==> src/rtl/mrt_pkg.sv <==
package mrt_pkg;
   // Default geometry of the display
   localparam int unsigned DEF_H_ACTIVE = 512;
   localparam int unsigned DEF_H_BLANK  = 192;
   localparam int unsigned DEF_H_FP     = 14;
   localparam int unsigned DEF_H_SYNC   = 178;
   localparam int unsigned DEF_V_ACTIVE = 342;
   localparam int unsigned DEF_V_BLANK  = 28;
   localparam int unsigned DEF_V_FP     = 0;
   localparam int unsigned DEF_V_SYNC   = 4;
   localparam int unsigned DEF_ADDR_W   = 24;
   localparam int unsigned DEF_PIX_BYTE = 8;

   // Decoded strobes for one scan axis
   typedef struct packed {
      logic visible;
      logic blank_n;
      logic sync_n;
   } axis_strobe_t;
endpackage

==> src/rtl/mrt_axis_counter.sv <==
module mrt_axis_counter #(
   parameter int unsigned TOTAL = 704,
   parameter int unsigned CW    = $clog2(TOTAL)
) (
   input  logic          clk,
   input  logic          rst,
   input  logic          adv,
   output logic [CW-1:0] cnt,
   output logic          wrap
);
   localparam logic [CW-1:0] LAST = CW'(TOTAL - 1);

   initial begin
      assert (TOTAL >= 2) else $error("counter total too small");
      assert ((1 << CW) >= TOTAL) else $error("counter width too small");
   end

   assign wrap = adv && (cnt == LAST);

   always_ff @(posedge clk) begin
      if (rst)
         cnt <= '0;
      else if (wrap)
         cnt <= '0;
      else if (adv)
         cnt <= cnt + 1'b1;
   end

   // the count never leaves the period
   assert_cnt_range_R2: assert property (@(posedge clk) disable iff (rst)
      cnt <= LAST);
   // the count moves only when advanced
   assert_cnt_hold_R4: assert property (@(posedge clk) disable iff (rst)
      !adv |=> $stable(cnt));
endmodule

==> src/rtl/mrt_window_decode.sv <==
module mrt_window_decode
   import mrt_pkg::*;
#(
   parameter int unsigned ACTIVE = 512,
   parameter int unsigned BLANK  = 192,
   parameter int unsigned FP     = 14,
   parameter int unsigned SYNC   = 178,
   parameter int unsigned CW     = $clog2(ACTIVE + BLANK)
) (
   input  logic [CW-1:0] cnt,
   output axis_strobe_t  strb
);
   localparam int unsigned TOTAL      = ACTIVE + BLANK;
   localparam int unsigned SYNC_START = ACTIVE + FP;
   localparam int unsigned SYNC_END   = SYNC_START + SYNC;
   localparam logic [CW-1:0] C_ACTIVE = CW'(ACTIVE);
   localparam logic [CW-1:0] C_START  = CW'(SYNC_START);

   initial begin
      assert (SYNC > 0) else $error("sync width must be nonzero");
      assert (SYNC_END <= TOTAL) else $error("porch and sync exceed blanking");
   end

   logic in_sync;

   generate
      if (SYNC_END >= TOTAL) begin : g_sync_to_end
         // sync runs to the end of the period: no back porch
         assign in_sync = (cnt >= C_START);
      end else begin : g_sync_window
         localparam logic [CW-1:0] C_END = CW'(SYNC_END);
         assign in_sync = (cnt >= C_START) && (cnt < C_END);
      end
   endgenerate

   assign strb.visible = (cnt < C_ACTIVE);
   assign strb.blank_n = (cnt < C_ACTIVE);
   assign strb.sync_n  = !in_sync;
endmodule

==> src/rtl/mrt_addr_gen.sv <==
module mrt_addr_gen #(
   parameter int unsigned  ADDR_W   = 24,
   parameter logic [ADDR_W-1:0] BASE = 24'h9F9A80,
   parameter int unsigned  PIX_BYTE = 8,
   parameter int unsigned  GW       = $clog2(PIX_BYTE)
) (
   input  logic              clk,
   input  logic              rst,
   input  logic              pix_active,
   input  logic [GW-1:0]     dot_lsb,
   input  logic              frame_end,
   output logic [ADDR_W-1:0] addr
);
   initial begin
      assert ((1 << GW) == PIX_BYTE) else $error("pixels per byte must be a power of two");
   end

   logic byte_last;
   assign byte_last = (dot_lsb == {GW{1'b1}});

   always_ff @(posedge clk) begin
      if (rst || frame_end)
         addr <= BASE;
      else if (pix_active && byte_last)
         addr <= addr + 1'b1;
   end

   // one step at the end of every visible pixel group
   assert_addr_step_R7: assert property (@(posedge clk) disable iff (rst)
      (pix_active && byte_last) |=> (addr == ADDR_W'($past(addr) + 1'b1)));
   // frozen outside visible video, apart from the frame wrap
   assert_addr_hold_R8: assert property (@(posedge clk) disable iff (rst)
      (!pix_active && !frame_end) |=> $stable(addr));
   // back to the base after the last dot of a frame
   assert_addr_wrap_R8: assert property (@(posedge clk) disable iff (rst)
      frame_end |=> (addr == BASE));
endmodule

==> src/rtl/mono_raster_timing.sv <==
module mono_raster_timing
   import mrt_pkg::*;
#(
   parameter int unsigned H_ACTIVE = DEF_H_ACTIVE,
   parameter int unsigned H_BLANK  = DEF_H_BLANK,
   parameter int unsigned H_FP     = DEF_H_FP,
   parameter int unsigned H_SYNC   = DEF_H_SYNC,
   parameter int unsigned V_ACTIVE = DEF_V_ACTIVE,
   parameter int unsigned V_BLANK  = DEF_V_BLANK,
   parameter int unsigned V_FP     = DEF_V_FP,
   parameter int unsigned V_SYNC   = DEF_V_SYNC,
   parameter int unsigned ADDR_W   = DEF_ADDR_W,
   parameter int unsigned PIX_BYTE = DEF_PIX_BYTE,
   parameter logic [ADDR_W-1:0] FB_BASE = 24'h9F9A80
) (
   input  logic              clk,
   input  logic              rst,
   output logic              hblank_n,
   output logic              hsync_n,
   output logic              vblank_n,
   output logic              vsync_n,
   output logic              active,
   output logic [ADDR_W-1:0] fb_addr,
   output logic              frame_irq
);
   localparam int unsigned H_TOTAL  = H_ACTIVE + H_BLANK;
   localparam int unsigned V_TOTAL  = V_ACTIVE + V_BLANK;
   localparam int unsigned HW       = $clog2(H_TOTAL);
   localparam int unsigned VW       = $clog2(V_TOTAL);
   localparam int unsigned GW       = $clog2(PIX_BYTE);
   localparam longint unsigned FB_BYTES = longint'(H_ACTIVE) * V_ACTIVE / PIX_BYTE;
   localparam logic [VW-1:0] V_IRQ_LINE = VW'(V_ACTIVE);

   initial begin
      assert (H_ACTIVE % PIX_BYTE == 0) else $error("line width not a whole number of bytes");
      assert (V_BLANK > 0) else $error("vertical blanking required for the frame pulse");
      assert (longint'(FB_BASE) + FB_BYTES <= (64'd1 << ADDR_W))
         else $error("frame buffer exceeds address width");
   end

   logic [HW-1:0] hcnt;
   logic [VW-1:0] vcnt;
   logic          h_wrap, v_wrap;
   axis_strobe_t  hs, vs;

   mrt_axis_counter #(.TOTAL(H_TOTAL), .CW(HW)) u_hcnt (
      .clk(clk), .rst(rst), .adv(1'b1), .cnt(hcnt), .wrap(h_wrap));

   mrt_axis_counter #(.TOTAL(V_TOTAL), .CW(VW)) u_vcnt (
      .clk(clk), .rst(rst), .adv(h_wrap), .cnt(vcnt), .wrap(v_wrap));

   mrt_window_decode #(.ACTIVE(H_ACTIVE), .BLANK(H_BLANK), .FP(H_FP),
      .SYNC(H_SYNC), .CW(HW)) u_hdec (.cnt(hcnt), .strb(hs));

   mrt_window_decode #(.ACTIVE(V_ACTIVE), .BLANK(V_BLANK), .FP(V_FP),
      .SYNC(V_SYNC), .CW(VW)) u_vdec (.cnt(vcnt), .strb(vs));

   assign active = hs.visible && vs.visible;

   mrt_addr_gen #(.ADDR_W(ADDR_W), .BASE(FB_BASE), .PIX_BYTE(PIX_BYTE),
      .GW(GW)) u_addr (
      .clk(clk), .rst(rst), .pix_active(active), .dot_lsb(hcnt[GW-1:0]),
      .frame_end(v_wrap), .addr(fb_addr));

   assign hblank_n  = hs.blank_n;
   assign hsync_n   = hs.sync_n;
   assign vblank_n  = vs.blank_n;
   assign vsync_n   = vs.sync_n;
   assign frame_irq = (vcnt == V_IRQ_LINE) && (hcnt == '0);

   // horizontal sync lies inside horizontal blanking
   assert_hsync_in_blank_R3: assert property (@(posedge clk) disable iff (rst)
      !hsync_n |-> !hblank_n);
   // vertical sync lies inside vertical blanking
   assert_vsync_in_blank_R5: assert property (@(posedge clk) disable iff (rst)
      !vsync_n |-> !vblank_n);
   // the frame pulse is one clock wide
   assert_irq_single_R9: assert property (@(posedge clk) disable iff (rst)
      frame_irq |=> !frame_irq);
   // entry into vertical blanking comes with the frame pulse
   assert_irq_at_vblank_R9: assert property (@(posedge clk) disable iff (rst)
      $fell(vblank_n) |-> frame_irq);
   // no visible pixel during either blanking
   assert_active_R6: assert property (@(posedge clk) disable iff (rst)
      active |-> (vblank_n && hblank_n));
endmodule

==> config.mk <==
export PLATFORM = sky130hd
export DESIGN_NAME = mono_raster_timing
export DESIGN_NICKNAME = d
export VERILOG_FILES = /design/src/rtl/mrt_pkg.sv /design/src/rtl/mrt_axis_counter.sv /design/src/rtl/mrt_window_decode.sv /design/src/rtl/mrt_addr_gen.sv /design/src/rtl/mono_raster_timing.sv
export SDC_FILE = /design/constraint.sdc
export NUM_CORES = 1
export LEC_CHECK = 0
export ABC_CLOCK_PERIOD_IN_PS = 4550
export BUFFER_PORTS_ARGS = -buffer_cell sky130_fd_sc_hd__buf_2
export CORE_MARGIN = 2
export CORE_UTILIZATION = 40
export DETAILED_ROUTE_END_ITERATION = 8
export GPL_ROUTABILITY_DRIVEN = 0
export HOLD_SLACK_MARGIN = 0.08
export PLACE_DENSITY_LB_ADDON = 0.05
export SLEW_MARGIN = 40
export SYNTH_ARGS = -nofsm -noshare
export SYNTH_HDL_FRONTEND = slang
export SYNTH_HIERARCHICAL = 1
export SYNTH_SLANG_ARGS = --single-unit
==> constraint.sdc <==
create_clock -name clk -period 4.55 [get_ports clk]
set_input_delay 0.2275 -clock clk [delete_from_list [all_inputs] [get_ports clk]]
set_output_delay 0.2275 -clock clk [all_outputs]
set_load 0.02 [all_outputs]
Word-level counts from Yosys, hierarchy flattened
Cells that the tools add are included.
- register bits after elaboration: 43
- input port bits: 2
- output and inout port bits: 30
- logic and storage cells: 26
- add/sub/neg operators: 3
- magnitude comparators: 5
- eq/ne operators: 4
- reductions and logical operators: 11
- operators by type and width (operator ; number):
    adder 24 x 1 -> 24 bit, second input constant ; 1
    equality test 9 bit, second input constant ; 2
    < comparator 9 bit, second input constant ; 2
    adder 10 x 1 -> 10 bit, second input constant ; 1
    equality test 10 bit, second input constant ; 1
    greater-or-equal comparator 10 bit, second input constant ; 1
    zero test 10 bit ; 1
    < comparator 10 bit, second input constant ; 1
    adder 9 x 1 -> 9 bit, second input constant ; 1
    greater-or-equal comparator 9 bit, second input constant ; 1
    logical AND 1 bit ; 5
    OR reduction 2 bit ; 2
    equality test 3 bit, second input constant ; 1
    zero test 1 bit ; 2
    logical OR 1 bit ; 1

Logic depth before layout (Yosys ltp)
- depth in word-level cells: 3
- mapped depth: 10
- gate-level depth less buffers: 7

Modules after synthesis
The synthesis kept the hierarchy.
- modules (own cells, without submodules) (module ; times used ; cells each ; area an instance (µm²) ; seq. area each (µm²)):
    mrt_addr_gen ; 1 ; 134 ; 1154.9 ; 480.5
    mrt_axis_counter at u_vcnt ; 1 ; 52 ; 470.5 ; 180.2
    mrt_axis_counter at u_hcnt ; 1 ; 49 ; 464.2 ; 200.2
    mono_raster_timing ; 1 ; 8 ; 81.3 ; 0.0
    mrt_window_decode at u_vdec ; 1 ; 8 ; 61.3 ; 0.0
    mrt_window_decode at u_hdec ; 1 ; 4 ; 37.5 ; 0.0

Worst setup path after synthesis
No wires, ideal clock.
- kind: register to register
- start point: register u_vcnt.cnt[5]
- end point: register u_addr.addr[23]
- setup time: 0.062 ns
- arrival time: 2.735 ns
- slack: 1.753 ns
- cell stages (with the launch flop): 11
- path buffers: 3
- period minus slack after synthesis: 2.797 ns
- cell sequence: dfxtp_1 a21o_1 a2bb2oi_1 buf_4 and2_1 nand4_1 or3_1 buf_2 buf_6 or4_1 nand3_1
- word-level cells in the longest chain between the ends: 3
- elaborated cells on any way between the ends: 6
- RTL lines (item ; RTL line ; RTL):
    from (decl) ; mrt_axis_counter.sv:8 ; output logic [CW-1:0] cnt,
    from (signal assigned) ; mrt_axis_counter.sv:26 ; cnt <= cnt + 1'b1;
    < comparator 9 bit ; - ;
    net vblank_n ; mono_raster_timing.sv:20 ; output logic vblank_n,
    logical AND 1 bit ; mono_raster_timing.sv:58 ; assign active = hs.visible && vs.visible;
    net active ; mono_raster_timing.sv:22 ; output logic active,
    logical AND 1 bit ; mrt_addr_gen.sv:24 ; else if (pix_active && byte_last)
    to (signal assigned) ; mrt_addr_gen.sv:25 ; addr <= addr + 1'b1;
    to (decl) ; mrt_addr_gen.sv:12 ; output logic [ADDR_W-1:0] addr
The timed path passes the listed nets, and every way through them passes these cells.
A chain may end at the register's enable or synchronous reset.

Worst setup path in the final report
- start point: register u_vcnt.cnt[3]
- end point: register u_addr.addr[21]
- word-level cells in the longest chain between the ends: 3
- elaborated cells on any way between the ends: 6
- RTL lines (item ; RTL line):
    < comparator 9 bit or equality test 9 bit (tied branches) ; mrt_window_decode.sv:36, mrt_axis_counter.sv:18
    logical AND 1 bit (on tied branches) ; mono_raster_timing.sv:58, mrt_axis_counter.sv:18
    logical AND 1 bit or logical OR 1 bit (tied branches) ; mrt_addr_gen.sv:24, mrt_addr_gen.sv:22
Parallel ways exist; a longest one is shown, timed or not.

==> flow_metrics.env <==
export IMPL_synth_top_area_cell="dfxtp_1"
export IMPL_gr_usage_met2_pct=26.69
export IMPL_synthDominantCellAreaShare_pct=37.93
export IMPL_dieArea_mm2=0.006292
export IMPL_cts_repair_resized=0
export IMPL_yosysUniqueCellTypes=52
export IMPL_setup_viol_count_final=0
export IMPL_max_slew_margin_pct=55.37
export IMPL_finalCritPeriodShare_pct=56.15
export IMPL_yosysWarnings=6
export IMPL_cts_buffer_depth=2
export IMPL_synthCells=255
export IMPL_hold_end="u_hcnt/cnt[4]$_SDFFE_PP0P_"
export IMPL_r2r_setup_slack_ns=2.00
export IMPL_rows=27
export IMPL_grt_pass1_vias=1778
export IMPL_outcome="finished, final reports clean"
export IMPL_numPortBuffers=31
export IMPL_critPathArrivalTime_ns=2.78
export IMPL_place_hpwl_um=3503
export IMPL_post_cts_buffers=0
export IMPL_cts_tree="done"
export IMPL_diodes=0
export IMPL_grt_usage_pct=16.86
export IMPL_ys_seq_elements=43
export IMPL_holdPathStages=2
export IMPL_fin_tns_setup_ns=0
export IMPL_yosysMostFrequentCell="dfxtp_1"
export IMPL_hold_viol_final=0
export IMPL_busiest_layer="met2"
export IMPL_reg2regPathDepth=7
export IMPL_die_h_um=79.33
export IMPL_max_cap_violations=0
export IMPL_core_area_mm2=0.005507
export IMPL_max_freq_mhz=391.4
export IMPL_ir_drop_mv=0.1232
export IMPL_finalNetCount=294
export IMPL_worst_pin_slew_ns=0.6670
export IMPL_grtUsageMet3_pct=3.864
export IMPL_root_buffer="clkbuf_8"
export IMPL_synth_top_flop_cell="dfxtp_1"
export IMPL_grt_antenna_before_repair=0
export IMPL_p_leak_nw=0.9401
export IMPL_netlist_area_mm2=0.002270
export IMPL_hold_path_class="in2reg"
export IMPL_avgViaCountPerCell=5.433
export IMPL_initial_utilization_pct=41.22
export IMPL_ant_nets=0
export IMPL_netlist_top_cells_count="dfxtp_1, nand2_1, nor2_1"
export IMPL_async_reset_ff_share_pct=0
export IMPL_synth_area_per_cell_um2=8.901
export IMPL_clkSinkCount=43
export IMPL_yosysSeqAreaShare_pct=37.93
export IMPL_rsz0062_at_grt="no"
export IMPL_die_w_um=79.33
export IMPL_wirelength_um=4910
export IMPL_fin_crit_ns=2.555
export IMPL_cts_buffers=5
export IMPL_slew_violations=0
export IMPL_holdWs_ns=0.2499
export IMPL_r2r_start="u_vcnt/cnt[3]$_SDFFE_PP0P_"
export IMPL_fin_worst_skew_ns=0.006990
export IMPL_firstDrtPassIters=4
export IMPL_worst_skew_pair_late_latency_ns=0.29
export IMPL_worstSetupPathType="reg2reg"
export IMPL_cts_clk_slew_worst_paths_ns=0.08
export IMPL_grt_use_met1_pct=22.58
export IMPL_layout_drive_gt1_share_pct=19.10
export IMPL_ios=32
export IMPL_crit_required_ns=4.78
export IMPL_cp_start_kind="flip-flop"
export IMPL_cp_max_fo=15
export IMPL_grt_pass1_wl_um=8466
export IMPL_area_delta_synth_final_pct=13.06
export IMPL_h_tree_depth=2
export IMPL_gr_total_overflow=0
export IMPL_ys_top_cells_by_area="dfxtp_1, or4_1, xor2_1, nand3_1, nand2_1"
export IMPL_grt_max_degree=16
export IMPL_wire_per_inst_um=13.64
export IMPL_regToRegEndpoint="u_addr/addr[21]$_SDFFE_PP0P_"
export IMPL_p_per_area_mw_per_mm2=267.1
export IMPL_route_detailed_drc=0
export IMPL_vias=1956
export IMPL_ctsHoldBuffers=0
export IMPL_synth_edf_count=0
export IMPL_holdCritStartpoint="rst"
export IMPL_first_iter_violations=109
export IMPL_end_kind="flip-flop"
==> through the flow <==
| stage | std cells | area, um2 | setup slack (ns) | power, mW | utilization [%] |
|---|---|---|---|---|---|
| finish | 360 | 2566 | 1.995 | 0.6854 | 46.60 |
| global route | 360 | 2566 | 1.800 | 0.7175 | 46.60 |
| CTS | 360 | 2566 | 1.981 | 0.6969 | 46.60 |
| detailed placement | 353 | 2464 | 1.997 | 0.4060 | 44.74 |
| global placement | 353 | 2464 | 2.048 | 0.4065 | 44.74 |
| floorplan | 259 | 2285 | 1.753 | 0.4006 | - |
==> state kept, by name, indices dropped and copies added, names as in the netlist <==
register and cells:
u_addr/addr 24, u_hcnt/cnt 10, u_vcnt/cnt 9
==> worst max-delay path, stage by stage, from the launching register on <==
cell	delay, ns
dfxtp_1	0.41
a21oi_1	0.16
a2bb2oi_1	0.22
and2_1	0.20
nand4_1	0.17
or3_1	0.62
or4_1	0.56
a21oi_1	0.14
==> layer usage <==
layer  routed length (um)  vias to the layer above
met5                    0                        -
met2                 2256                       33
met1                 2393                      905
li1                     -                     1011
met4                   59                        0
met3                  200                        7
==> power by group <==
group / total, mW / switching (mW) / internal (mW)
Sequential: 0.382 / 0.00421 / 0.378
Clock: 0.289 / 0.128 / 0.161
Combinational: 0.0148 / 0.00971 / 0.00511
==> layout by cell type, fill, tap and decap left out, types with 10 or more instances in the layout <==
master   netlist  routed
buf_2          2      31
xor2_1        10      10
a21oi_1       14      14
nor2_1        20      20
inv_1         10      10
dfxtp_1       43      43
or4_1         12      12
or3_1         11      11
nand3_1       17      17
nand2_1       21      21
==> worst max-delay path by stage <==
stage	start	depth (start not counted)	endpoint	slack (ns)
6_report	u_vcnt/cnt[3]$_SDFFE_PP0P_	7	u_addr/addr[21]$_SDFFE_PP0P_	2.00
5_1_grt	u_vcnt/cnt[4]$_SDFFE_PP0P_	7	u_addr/addr[21]$_SDFFE_PP0P_	1.80
4_1_cts	u_vcnt/cnt[3]$_SDFFE_PP0P_	7	u_addr/addr[21]$_SDFFE_PP0P_	1.98
3_5_place_dp	u_vcnt/cnt[3]$_SDFFE_PP0P_	7	u_addr/addr[21]$_SDFFE_PP0P_	2.00
3_3_place_gp	u_vcnt/cnt[3]$_SDFFE_PP0P_	7	u_addr/addr[21]$_SDFFE_PP0P_	2.05
2_1_floorplan	u_vcnt/cnt[5]$_SDFFE_PP0P_	10	u_addr/addr[23]$_SDFFE_PP1P_	1.75
==> cell type report <==
| type | instances | area, um2 |
|---|---|---|
| clock buffers | 6 | 72.57 |
| clock inverters | 1 | 30.03 |
| fillers | 545 | 2940 |
| inverters | 10 | 37.54 |
| multi-input cells | 196 | 1313 |
| flip-flops and latches | 43 | 860.8 |
| well taps | 72 | 90.09 |
| repair buffers | 32 | 162.7 |
==> cell families (layout without fill, tap and decap cells) <==
family          count (synthesis)  after routing  synth area share, %
other cells                     1              5               0.1652
mux                             1              1               0.4410
simple gates                  122            122                32.86
fa+ha+maj                       4              4                2.205
flops                          43             43                37.93
buf+inv                        20             49                4.906
xor+xnor                       18             18                6.946
compound gates                 46             46                14.55
Power figures use the tool's default switching activity.
